<file path="src/rtl/cfg_port_pkg.sv">
package cfg_port_pkg;

  localparam int CFG_ADDR_BITS  = 3;
  localparam int CFG_DATA_BITS  = 8;
  localparam int CFG_FRAME_BITS = 16;
  localparam int CFG_NUM_REGS   = 4;
  localparam int CFG_SYNC_STAGES = 2;

  // Strobes from control to datapath, one core-clock cycle each
  typedef struct packed {
    logic frameStart;  // window opened
    logic shiftEn;     // serial clock rose inside the window
    logic commit;      // window closed after a full frame
  } strobe_t;

  function automatic logic [CFG_DATA_BITS-1:0] regResetValue(input int idx);
    return (idx == 1) ? CFG_DATA_BITS'(8'h80) : '0;
  endfunction

endpackage

</file>
<file path="src/rtl/cfg_port_ctrl.sv">
module cfg_port_ctrl
  import cfg_port_pkg::*;
#(
  parameter int FRAME_BITS  = CFG_FRAME_BITS,
  parameter int SYNC_STAGES = CFG_SYNC_STAGES
) (
  input  logic    clk,
  input  logic    rstN,
  input  logic    enN,
  input  logic    sclk,
  output strobe_t strobe,
  output logic    enHigh
);

  localparam int CNT_W = $clog2(FRAME_BITS + 1);
  localparam logic [CNT_W-1:0] CNT_FULL = CNT_W'(FRAME_BITS);

  logic [SYNC_STAGES-1:0] enSync;
  logic [SYNC_STAGES-1:0] sclkSync;
  logic enPrev;
  logic sclkPrev;
  logic enLvl;
  logic sclkLvl;
  logic [CNT_W-1:0] bitCount;

  always_ff @(posedge clk or negedge rstN) begin
    if (!rstN) begin
      enSync   <= '1;
      sclkSync <= '0;
      enPrev   <= 1'b1;
      sclkPrev <= 1'b0;
    end else begin
      enSync   <= {enSync[SYNC_STAGES-2:0], enN};
      sclkSync <= {sclkSync[SYNC_STAGES-2:0], sclk};
      enPrev   <= enLvl;
      sclkPrev <= sclkLvl;
    end
  end

  assign enLvl   = enSync[SYNC_STAGES-1];
  assign sclkLvl = sclkSync[SYNC_STAGES-1];
  assign enHigh  = enLvl;

  always_comb begin
    strobe.frameStart = enPrev & ~enLvl;
    strobe.shiftEn    = ~enLvl & sclkLvl & ~sclkPrev;
    strobe.commit     = ~enPrev & enLvl & (bitCount == CNT_FULL);
  end

  // Edge counter saturates at a full frame; extra edges keep it full
  always_ff @(posedge clk or negedge rstN) begin
    if (!rstN) begin
      bitCount <= '0;
    end else if (strobe.frameStart) begin
      bitCount <= strobe.shiftEn ? CNT_W'(1) : '0;
    end else if (strobe.shiftEn && bitCount != CNT_FULL) begin
      bitCount <= bitCount + CNT_W'(1);
    end
  end

endmodule

</file>
<file path="src/rtl/cfg_port_dp.sv">
module cfg_port_dp
  import cfg_port_pkg::*;
#(
  parameter int ADDR_BITS   = CFG_ADDR_BITS,
  parameter int DATA_BITS   = CFG_DATA_BITS,
  parameter int FRAME_BITS  = CFG_FRAME_BITS,
  parameter int NUM_REGS    = CFG_NUM_REGS,
  parameter int SYNC_STAGES = CFG_SYNC_STAGES
) (
  input  logic                          clk,
  input  logic                          rstN,
  input  logic                          sdata,
  input  strobe_t                       strobe,
  output logic [NUM_REGS*DATA_BITS-1:0] regFlat
);

  localparam int PAD_BITS = FRAME_BITS - ADDR_BITS - DATA_BITS;
  localparam int LOCK_BIT = DATA_BITS - 1;

  logic [SYNC_STAGES-1:0] dSync;
  logic [FRAME_BITS-1:0]  shiftReg;
  logic [DATA_BITS-1:0]   frameData;
  logic [ADDR_BITS-1:0]   frameAddr;
  logic [PAD_BITS-1:0]    framePad;
  logic                   addrOk;
  logic                   wrEn;
  logic [DATA_BITS-1:0]   reg0Q;
  logic [DATA_BITS-1:0]   reg0Next;

  always_ff @(posedge clk or negedge rstN) begin
    if (!rstN) dSync <= '0;
    else       dSync <= {dSync[SYNC_STAGES-2:0], sdata};
  end

  // Keeps the most recent FRAME_BITS bits of the window
  always_ff @(posedge clk or negedge rstN) begin
    if (!rstN)              shiftReg <= '0;
    else if (strobe.shiftEn) shiftReg <= {shiftReg[FRAME_BITS-2:0], dSync[SYNC_STAGES-1]};
  end

  assign frameData = shiftReg[DATA_BITS-1:0];
  assign frameAddr = shiftReg[DATA_BITS +: ADDR_BITS];
  assign framePad  = shiftReg[FRAME_BITS-1 -: PAD_BITS];
  assign addrOk    = (int'(frameAddr) < NUM_REGS);
  assign wrEn      = strobe.commit && (framePad == '0) && addrOk;

  // Register 0: locked state admits only the release bit; clearing it wipes the rest
  always_comb begin
    reg0Next = reg0Q;
    if (wrEn && frameAddr == '0) begin
      if (!reg0Q[LOCK_BIT] || !frameData[LOCK_BIT])
        reg0Next = {frameData[LOCK_BIT], {(DATA_BITS-1){1'b0}}};
      else
        reg0Next = frameData;
    end
  end

  always_ff @(posedge clk or negedge rstN) begin
    if (!rstN) reg0Q <= DATA_BITS'(regResetValue(0));
    else       reg0Q <= reg0Next;
  end

  assign regFlat[0 +: DATA_BITS] = reg0Q;

  for (genvar i = 1; i < NUM_REGS; i++) begin : g_reg
    logic [DATA_BITS-1:0] q;
    always_ff @(posedge clk or negedge rstN) begin
      if (!rstN)                                  q <= DATA_BITS'(regResetValue(i));
      else if (!reg0Next[LOCK_BIT])               q <= DATA_BITS'(regResetValue(i));
      else if (wrEn && frameAddr == ADDR_BITS'(i)) q <= frameData;
    end
    assign regFlat[i*DATA_BITS +: DATA_BITS] = q;
  end

endmodule

</file>
<file path="src/rtl/cfg_port.sv">
module cfg_port
  import cfg_port_pkg::*;
(
  input  logic       clk,
  input  logic       rstN,
  input  logic       cfgEnN,
  input  logic       cfgSclk,
  input  logic       cfgSdata,
  output logic       padDriveEn,
  output logic       softRelease,
  output logic       driveDouble,
  output logic       inputCds,
  output logic [1:0] ftPos,
  output logic       clkDouble,
  output logic       powerDown,
  output logic [7:0] offsetCode,
  output logic [5:0] gainCode,
  output logic       shdDirect,
  output logic [1:0] shdWidth,
  output logic       orderSplit
);

  localparam int DW = CFG_DATA_BITS;

  strobe_t strobe;
  logic [CFG_NUM_REGS*DW-1:0] regFlat;
  logic [DW-1:0] r0, r1, r2, r3;

  cfg_port_ctrl i_ctrl (
    .clk    (clk),
    .rstN   (rstN),
    .enN    (cfgEnN),
    .sclk   (cfgSclk),
    .strobe (strobe),
    .enHigh (padDriveEn)
  );

  cfg_port_dp i_dp (
    .clk     (clk),
    .rstN    (rstN),
    .sdata   (cfgSdata),
    .strobe  (strobe),
    .regFlat (regFlat)
  );

  assign r0 = regFlat[0*DW +: DW];
  assign r1 = regFlat[1*DW +: DW];
  assign r2 = regFlat[2*DW +: DW];
  assign r3 = regFlat[3*DW +: DW];

  assign softRelease = r0[7];
  assign driveDouble = r0[5];
  assign inputCds    = r0[4];
  assign ftPos       = r0[3:2];
  assign clkDouble   = r0[1];
  assign powerDown   = ~r0[0];
  assign offsetCode  = r1;
  assign gainCode    = r2[5:0];
  assign shdDirect   = r3[5];
  assign shdWidth    = r3[4:3];
  assign orderSplit  = r3[0];

endmodule

</file>
<file path="config.mk">
export PLATFORM = sky130hd
export DESIGN_NAME = cfg_port
export DESIGN_NICKNAME = d
export VERILOG_FILES = /design/src/rtl/cfg_port_pkg.sv /design/src/rtl/cfg_port_ctrl.sv /design/src/rtl/cfg_port_dp.sv /design/src/rtl/cfg_port.sv
export SDC_FILE = /design/constraint.sdc
export NUM_CORES = 1
export LEC_CHECK = 0
export BUFFER_PORTS_ARGS = -buffer_cell sky130_fd_sc_hd__buf_2
export CAP_MARGIN = 0
export CORE_ASPECT_RATIO = 0.5
export CORE_MARGIN = 5
export CORE_UTILIZATION = 61
export DETAILED_ROUTE_END_ITERATION = 7
export PLACE_DENSITY = 0.86
export SKIP_CTS_REPAIR_TIMING = 1
export SYNTH_ARGS = -nofsm -noshare
export SYNTH_HDL_FRONTEND = slang
export SYNTH_HIERARCHICAL = 1
export SYNTH_SLANG_ARGS = --single-unit
export TNS_END_PERCENT = 1
</file>
<file path="constraint.sdc">
create_clock -name clk -period 7.5 [get_ports clk]
set_input_delay 0.375 -clock clk [delete_from_list [all_inputs] [get_ports clk]]
set_output_delay 0.375 -clock clk [all_outputs]
set_load 0.1 [all_outputs]
</file>
==> impl_metrics.env, run 1 <==
export IMPL_sequentialPowerShare_pct=60.2
export IMPL_yosysWarnings=6
export IMPL_worstPathRequired_ns=7.69
export IMPL_wirelength_mm=3.86
export IMPL_coreArea_um2=3470
export IMPL_syn_instance_count=174
export IMPL_fin_cells=256
export IMPL_maxUsedRoutingLayer="met4"
export IMPL_dr_wl_met3_um=145
export IMPL_path_max_fanout=13
export IMPL_num_antenna_cells=0
export IMPL_grt_usage_pct=18.3
export IMPL_nets=211
export IMPL_cts_buffers=5
export IMPL_pwr_share_clk_pct=32.4
export IMPL_dr_wl_met2_mm=1.86
export IMPL_final_setup_skew_ns=0.00791
export IMPL_dp_cells=248
export IMPL_grt_pass1_vias=1445
export IMPL_drt_first_pass_iters=6
export IMPL_cp_startpoint="i_ctrl/bitCount[0]$_DFFE_PN0P_"
export IMPL_syn_to_final_growth_pct=12.9
export IMPL_via_per_inst=5.37
export IMPL_p_sw_share_pct=24.3
export IMPL_rr_startpoint="i_ctrl/bitCount[0]$_DFFE_PN0P_"
export IMPL_slew_viol_final=0
export IMPL_p_sw_mw=0.141
export IMPL_hold_viol_final=0
export IMPL_port_buffers=30
export IMPL_cap_violations=0
export IMPL_cp_end_kind="flop"
export IMPL_overflow=0
export IMPL_min_from="cfgEnN"
export IMPL_drtIter0Drc=71
export IMPL_worstPathCellList="inv_1 -> ha_1 -> nand4bb_1 -> nor3b_1 -> or4b_4 -> nor3_4 -> mux2i_1 -> buf_4 -> nor2_1"
export IMPL_cts_sinks=54
export IMPL_dieWidth_um=95.2
export IMPL_utilization_pct=72.0
export IMPL_setup_viol=0
export IMPL_static_leakage_power_nw=1.29
export IMPL_syn_area_um2=2210
export IMPL_p_comb_share_pct=7.4
export IMPL_antenna_found_initial=0
export IMPL_hold_path_class="input pin to flop"
export IMPL_routabilityCongestion=0.795
export IMPL_ctsHtreeMaxLevel=2
export IMPL_clock_latency_ns=0.31
export IMPL_r2r_setup_slack_ns=4.27
export IMPL_fp_dieH_um=52.6
export IMPL_outcome="finished clean"
export IMPL_design_area_um2=2500
export IMPL_postRouteAntennaNets=0
export IMPL_dp_hpwl_mm=2.68
export IMPL_fmax_ghz=0.310
export IMPL_critPathKind="flop to flop"
export IMPL_maxSlewHeadroom_pct=57.3
export IMPL_cts_max_path_buffers=2
export IMPL_post_route_period_util_pct=43.1
export IMPL_clk_pin_slew_ns=0.08
export IMPL_drc_errors=0
export IMPL_min_period_ns=3.23
export IMPL_grt_max_degree=55
export IMPL_slowest_stage="mux2i_1"
export IMPL_ioPinCount=31
export IMPL_ir_worst_vdd_mv=0.124
export IMPL_wl_per_cell_um=15.1
export IMPL_worst_pin_slew_ns=0.622
export IMPL_start_kind="flop"
export IMPL_critPathArrivalTime_ns=3.42
export IMPL_p_int_mw=0.438
export IMPL_start_util_pct=63.7
export IMPL_wl_met1_mm=1.79
export IMPL_cts_tree="built"
export IMPL_die_area_um2=5010
export IMPL_syn_area_per_cell_um2=12.7
export IMPL_syn_nets=181
export IMPL_tns_ns=0
export IMPL_cts_root_buf="clkbuf_8"
export IMPL_drive_gt1_share_pct=30.2
export IMPL_rsz0062_at_grt="no"
export IMPL_crit_path_max_incr_delay_ns=0.61
export IMPL_rows=15
export IMPL_pwr_density_cell_nw_per_um2=232
export IMPL_placed_area_um2=2390
export IMPL_grt_first_pass_wirelength_mm=6.91
export IMPL_num_vias=1374
==> metal layers <==
layer  GRT usage [%]  vias up
met5               0        -
met4            7.66        0
met3            4.88        8
met2            27.9       21
met1            24.8      676
li1                -      669
==> final timing paths <==
path                                                  end  depth (start not counted)
hold reg to reg              i_ctrl/sclkSync[1]$_DFF_PN0_                          0
setup reg to reg           i_dp/g_reg[2].q[5]$_DFFE_PN0P_                          9
max in group asynchronous    i_ctrl/sclkSync[1]$_DFF_PN0_                          2
hold / removal                 i_ctrl/enSync[0]$_DFF_PN1_                          1
min in group asynchronous  i_ctrl/bitCount[2]$_DFFE_PN0P_                          2
setup / recovery           i_dp/g_reg[2].q[5]$_DFFE_PN0P_                          9
==> metrics by stage <==
stage | setup slack, ns | power (mW) | hold WS, ns
after detailed placement | 4.30 | 0.398 | 0.335
final | 4.27 | 0.579 | 0.164
after global placement | 4.48 | 0.394 | 0.335
after CTS | 4.28 | 0.586 | 0.152
after floorplan | 4.90 | 0.377 | 0.0794
after global routing | 3.94 | 0.608 | 0.149
==> cells in the final DEF (no fill, tap or decap), drive strengths merged, types with 2 or more instances in the layout <==
cell and n:
dfrtp 50, inv 13, a21oi 3, nor2 18, nand4 7, nand2 3, clkbuf 7, nand4bb 2
nand4b 2, o21ai 10, dfstp 4, buf 32, mux2i 18, nand3 2, or3b 2, nor3 2
or3 2, ha 2, mux2 15
==> final cells by class <==
type,count,area [µm²]
Clock inverter,1,30.0
Fill cell,234,973
Timing Repair Buffer,32,165
Clock buffer,7,76.3
Multi-Input combinational cell,98,758
Inverter,13,48.8
Tap cell,51,63.8
Sequential cell,54,1360
==> state kept, by name, summed over array words and instances, names as in the netlist, named ones only <==
name             cells
i_ctrl/bitCount      5
i_ctrl/enPrev        1
i_ctrl/enSync        2
i_ctrl/sclkPrev      1
i_ctrl/sclkSync      2
i_dp/dSync           2
i_dp/g.q            18
i_dp/reg0Q           6
i_dp/shiftReg       16
==> worst max-delay path: cells and delay by family, from the launching register on <==
family,cells,cell delay (ns)
adders and majority gates,1,0.15
and+or+nand+nor,5,1.54
muxes,1,0.61
DFF,1,0.43
buffers and inverters,2,0.38
==> power by group through the flow <==
| stage | registers [mW] | logic [mW] | clock network, mW |
|---|---|---|---|
| 2_1_floorplan | 0.342 | 0.0349 | 0 |
| 3_3_place_gp | 0.353 | 0.0411 | 0 |
| 3_5_place_dp | 0.354 | 0.0438 | 0 |
| 4_1_cts | 0.348 | 0.0439 | 0.194 |
| 5_1_grt | 0.353 | 0.0487 | 0.206 |
| 6_report | 0.348 | 0.0430 | 0.187 |
No activity file was read; power rests on OpenSTA's default activity.
==> inputs of run 2 (changes only) <==
--- a/config.mk
+++ b/config.mk
@@ -9,9 +9,9 @@
 export CAP_MARGIN = 0
 export CORE_ASPECT_RATIO = 0.5
 export CORE_MARGIN = 5
-export CORE_UTILIZATION = 61
+export CORE_UTILIZATION = 52
 export DETAILED_ROUTE_END_ITERATION = 7
-export PLACE_DENSITY = 0.86
+export PLACE_DENSITY = 0.78
 export SKIP_CTS_REPAIR_TIMING = 1
 export SYNTH_ARGS = -nofsm -noshare
 export SYNTH_HDL_FRONTEND = slang
==> constraint.sdc (replaced) <==
create_clock -name clk -period 2.7 [get_ports clk]
set_input_delay 0.135 -clock clk [delete_from_list [all_inputs] [get_ports clk]]
set_output_delay 0.135 -clock clk [all_outputs]
set_load 0.1 [all_outputs]
==> impl_metrics.env, run 2 (same netlist as run 1, synthesis figures left out) <==
export IMPL_outcome="finished clean"
export IMPL_wirelength_mm=4.09
export IMPL_grt_max_degree=54
export IMPL_min_period_ns=2.48
export IMPL_fmax_ghz=0.403
export IMPL_hold_path_class="input pin to asynchronous set/reset pin"
export IMPL_num_antenna_cells=0
export IMPL_antenna_found_initial=0
export IMPL_hold_viol_final=0
export IMPL_routabilityCongestion=0.738
export IMPL_drtIter0Drc=77
export IMPL_final_setup_skew_ns=0.00649
export IMPL_cts_buffers=5
export IMPL_syn_to_final_growth_pct=16.4
export IMPL_setup_viol=0
export IMPL_critPathKind="flop to flop"
export IMPL_p_comb_share_pct=7.7
export IMPL_grt_usage_pct=15.0
export IMPL_drc_errors=0
export IMPL_rows=16
export IMPL_multi_input_area_um2=779
export IMPL_overflow=0
export IMPL_clk_pin_slew_ns=0.09
export IMPL_num_fill_cells=303
export IMPL_port_buffers=30
export IMPL_grt_first_pass_wirelength_mm=6.65
export IMPL_pwr_density_cell_nw_per_um2=634
export IMPL_grt_pass1_vias=1355
export IMPL_fp_dieH_um=56.1
export IMPL_clock_latency_ns=0.30
export IMPL_cts_sinks=54
export IMPL_critPathArrivalTime_ns=2.67
export IMPL_die_area_um2=5740
export IMPL_via_per_inst=5.34
export IMPL_p_sw_share_pct=25.3
export IMPL_final_common_cell="dfrtp_1"
export IMPL_cap_violations=0
export IMPL_p_int_mw=1.22
export IMPL_rsz0062_at_grt="no"
export IMPL_layout_common_cells="dfrtp_1 (50), buf_2 (30), mux2i_1 (18), nor2_1 (18), mux2_2 (15)"
export IMPL_ctsHtreeMaxLevel=2
export IMPL_dr_wl_met3_um=116
export IMPL_worst_pin_slew_ns=1.14
export IMPL_worstPathRequired_ns=2.89
export IMPL_maxUsedRoutingLayer="met4"
export IMPL_static_leakage_power_nw=1.31
export IMPL_cts_tree="built"
export IMPL_wl_per_cell_um=15.5
export IMPL_cts_max_path_buffers=2
export IMPL_path_max_fanout=19
export IMPL_nets=216
export IMPL_post_route_period_util_pct=91.8
export IMPL_dieWidth_um=102
export IMPL_postRouteAntennaNets=0
export IMPL_seq_area_um2=1360
export IMPL_pwr_share_clk_pct=32.7
export IMPL_drt_first_pass_iters=4
export IMPL_largest_reg_flops=18
export IMPL_p_sw_mw=0.413
export IMPL_cts_root_buf="clkbuf_8"
export IMPL_dp_hpwl_mm=2.61
export IMPL_slew_viol_final=0
export IMPL_wl_met1_mm=1.88
export IMPL_maxSlewHeadroom_pct=24.2
export IMPL_r2r_setup_slack_ns=0.22
export IMPL_sequentialPowerShare_pct=59.6
export IMPL_ir_worst_vdd_mv=0.270
export IMPL_num_vias=1409
export IMPL_dr_wl_met2_mm=2.06
export IMPL_ioPinCount=31
export IMPL_top_register="i_dp/g.q"
export IMPL_coreArea_um2=4000
export IMPL_cp_end_kind="flop"
export IMPL_start_util_pct=55.3
export IMPL_largestRegisters="i_dp/g.q x18, i_dp/shiftReg x16, i_dp/reg0Q x6"
export IMPL_start_kind="flop"
export IMPL_utilization_pct=64.3
export IMPL_drive_gt1_share_pct=32.4
export IMPL_tns_ns=0
## run 2: cell count changes in the layout (fill, tap and decap cells not counted)
cell           before  now
clkbuf_1            2    0
nand4bb_4           0    1
clkinvlp_4          0    2
buf_4               2    4
nand4bb_1           2    1
nor3b_1             1    0
dlygate4sd3_1       0    3
nor3b_2             0    1
## run 2: layout make-up
cell class,instances,share of cell area [%]
sequential,54,52.6
multi-input combinational,98,30.3
timing repair buffer,37,8.16
clock buffer,5,2.67
tap,54,2.62
inverter,13,1.89
clock inverter,3,1.75
## run 2: worst paths after layout
path,startpoint,to,depth (start not counted)
worst min-delay path,rstN,i_dp/shiftReg[3]$_DFFE_PN0P_,1
worst max-delay path,i_ctrl/bitCount[0]$_DFFE_PN0P_,i_dp/g_reg[3].q[5]$_DFFE_PN0P_,9
min in group clk,i_ctrl/enSync[0]$_DFF_PN1_,i_ctrl/enSync[1]$_DFF_PN1_,0
worst min register to register,i_ctrl/enSync[0]$_DFF_PN1_,i_ctrl/enSync[1]$_DFF_PN1_,0
worst max register to register,i_ctrl/bitCount[0]$_DFFE_PN0P_,i_dp/g_reg[3].q[5]$_DFFE_PN0P_,9
max in group asynchronous,rstN,i_ctrl/enSync[1]$_DFF_PN1_,2
## run 2: power by group through the flow
stage / Sequential, mW / Combinational [mW] / Clock (mW)
2_1_floorplan: 0.950 / 0.0969 / 0
3_3_place_gp: 0.981 / 0.114 / 0
3_5_place_dp: 0.985 / 0.121 / 0
4_1_cts: 0.970 / 0.122 / 0.548
5_1_grt: 0.984 / 0.141 / 0.582
6_report: 0.973 / 0.126 / 0.533
## run 2: critical path, cell delays in order, from the launching register on
cell,delay (ns)
dfrtp_1,0.44
inv_1,0.10
ha_1,0.20
nand4bb_4,0.16
nor3b_2,0.24
or4b_4,0.50
nor3_4,0.21
mux2i_1,0.20
buf_4,0.24
nor2_1,0.08
## run 2: metal layers
layer | GRT usage, % | up-vias
li1 | - | 674
met1 | 20.5 | 715
met2 | 22.2 | 18
met3 | 3.75 | 2
met4 | 7.29 | 0
met5 | 0 | -
## run 2: stage by stage
step | hold WS [ns] | setup WS [ns] | power, mW | instances | area (µm²)
after CTS | -0.0816 | 0.199 | 1.64 | 261 | 2520
after global placement | 0.241 | 0.271 | 1.10 | 253 | 2410
after detailed placement | 0.244 | 0.197 | 1.11 | 253 | 2410
final | 0.0443 | 0.221 | 1.63 | 264 | 2580
after floorplan | -0.161 | 0.104 | 1.05 | 174 | 2210
after global routing | 0.134 | 0.0659 | 1.71 | 264 | 2580
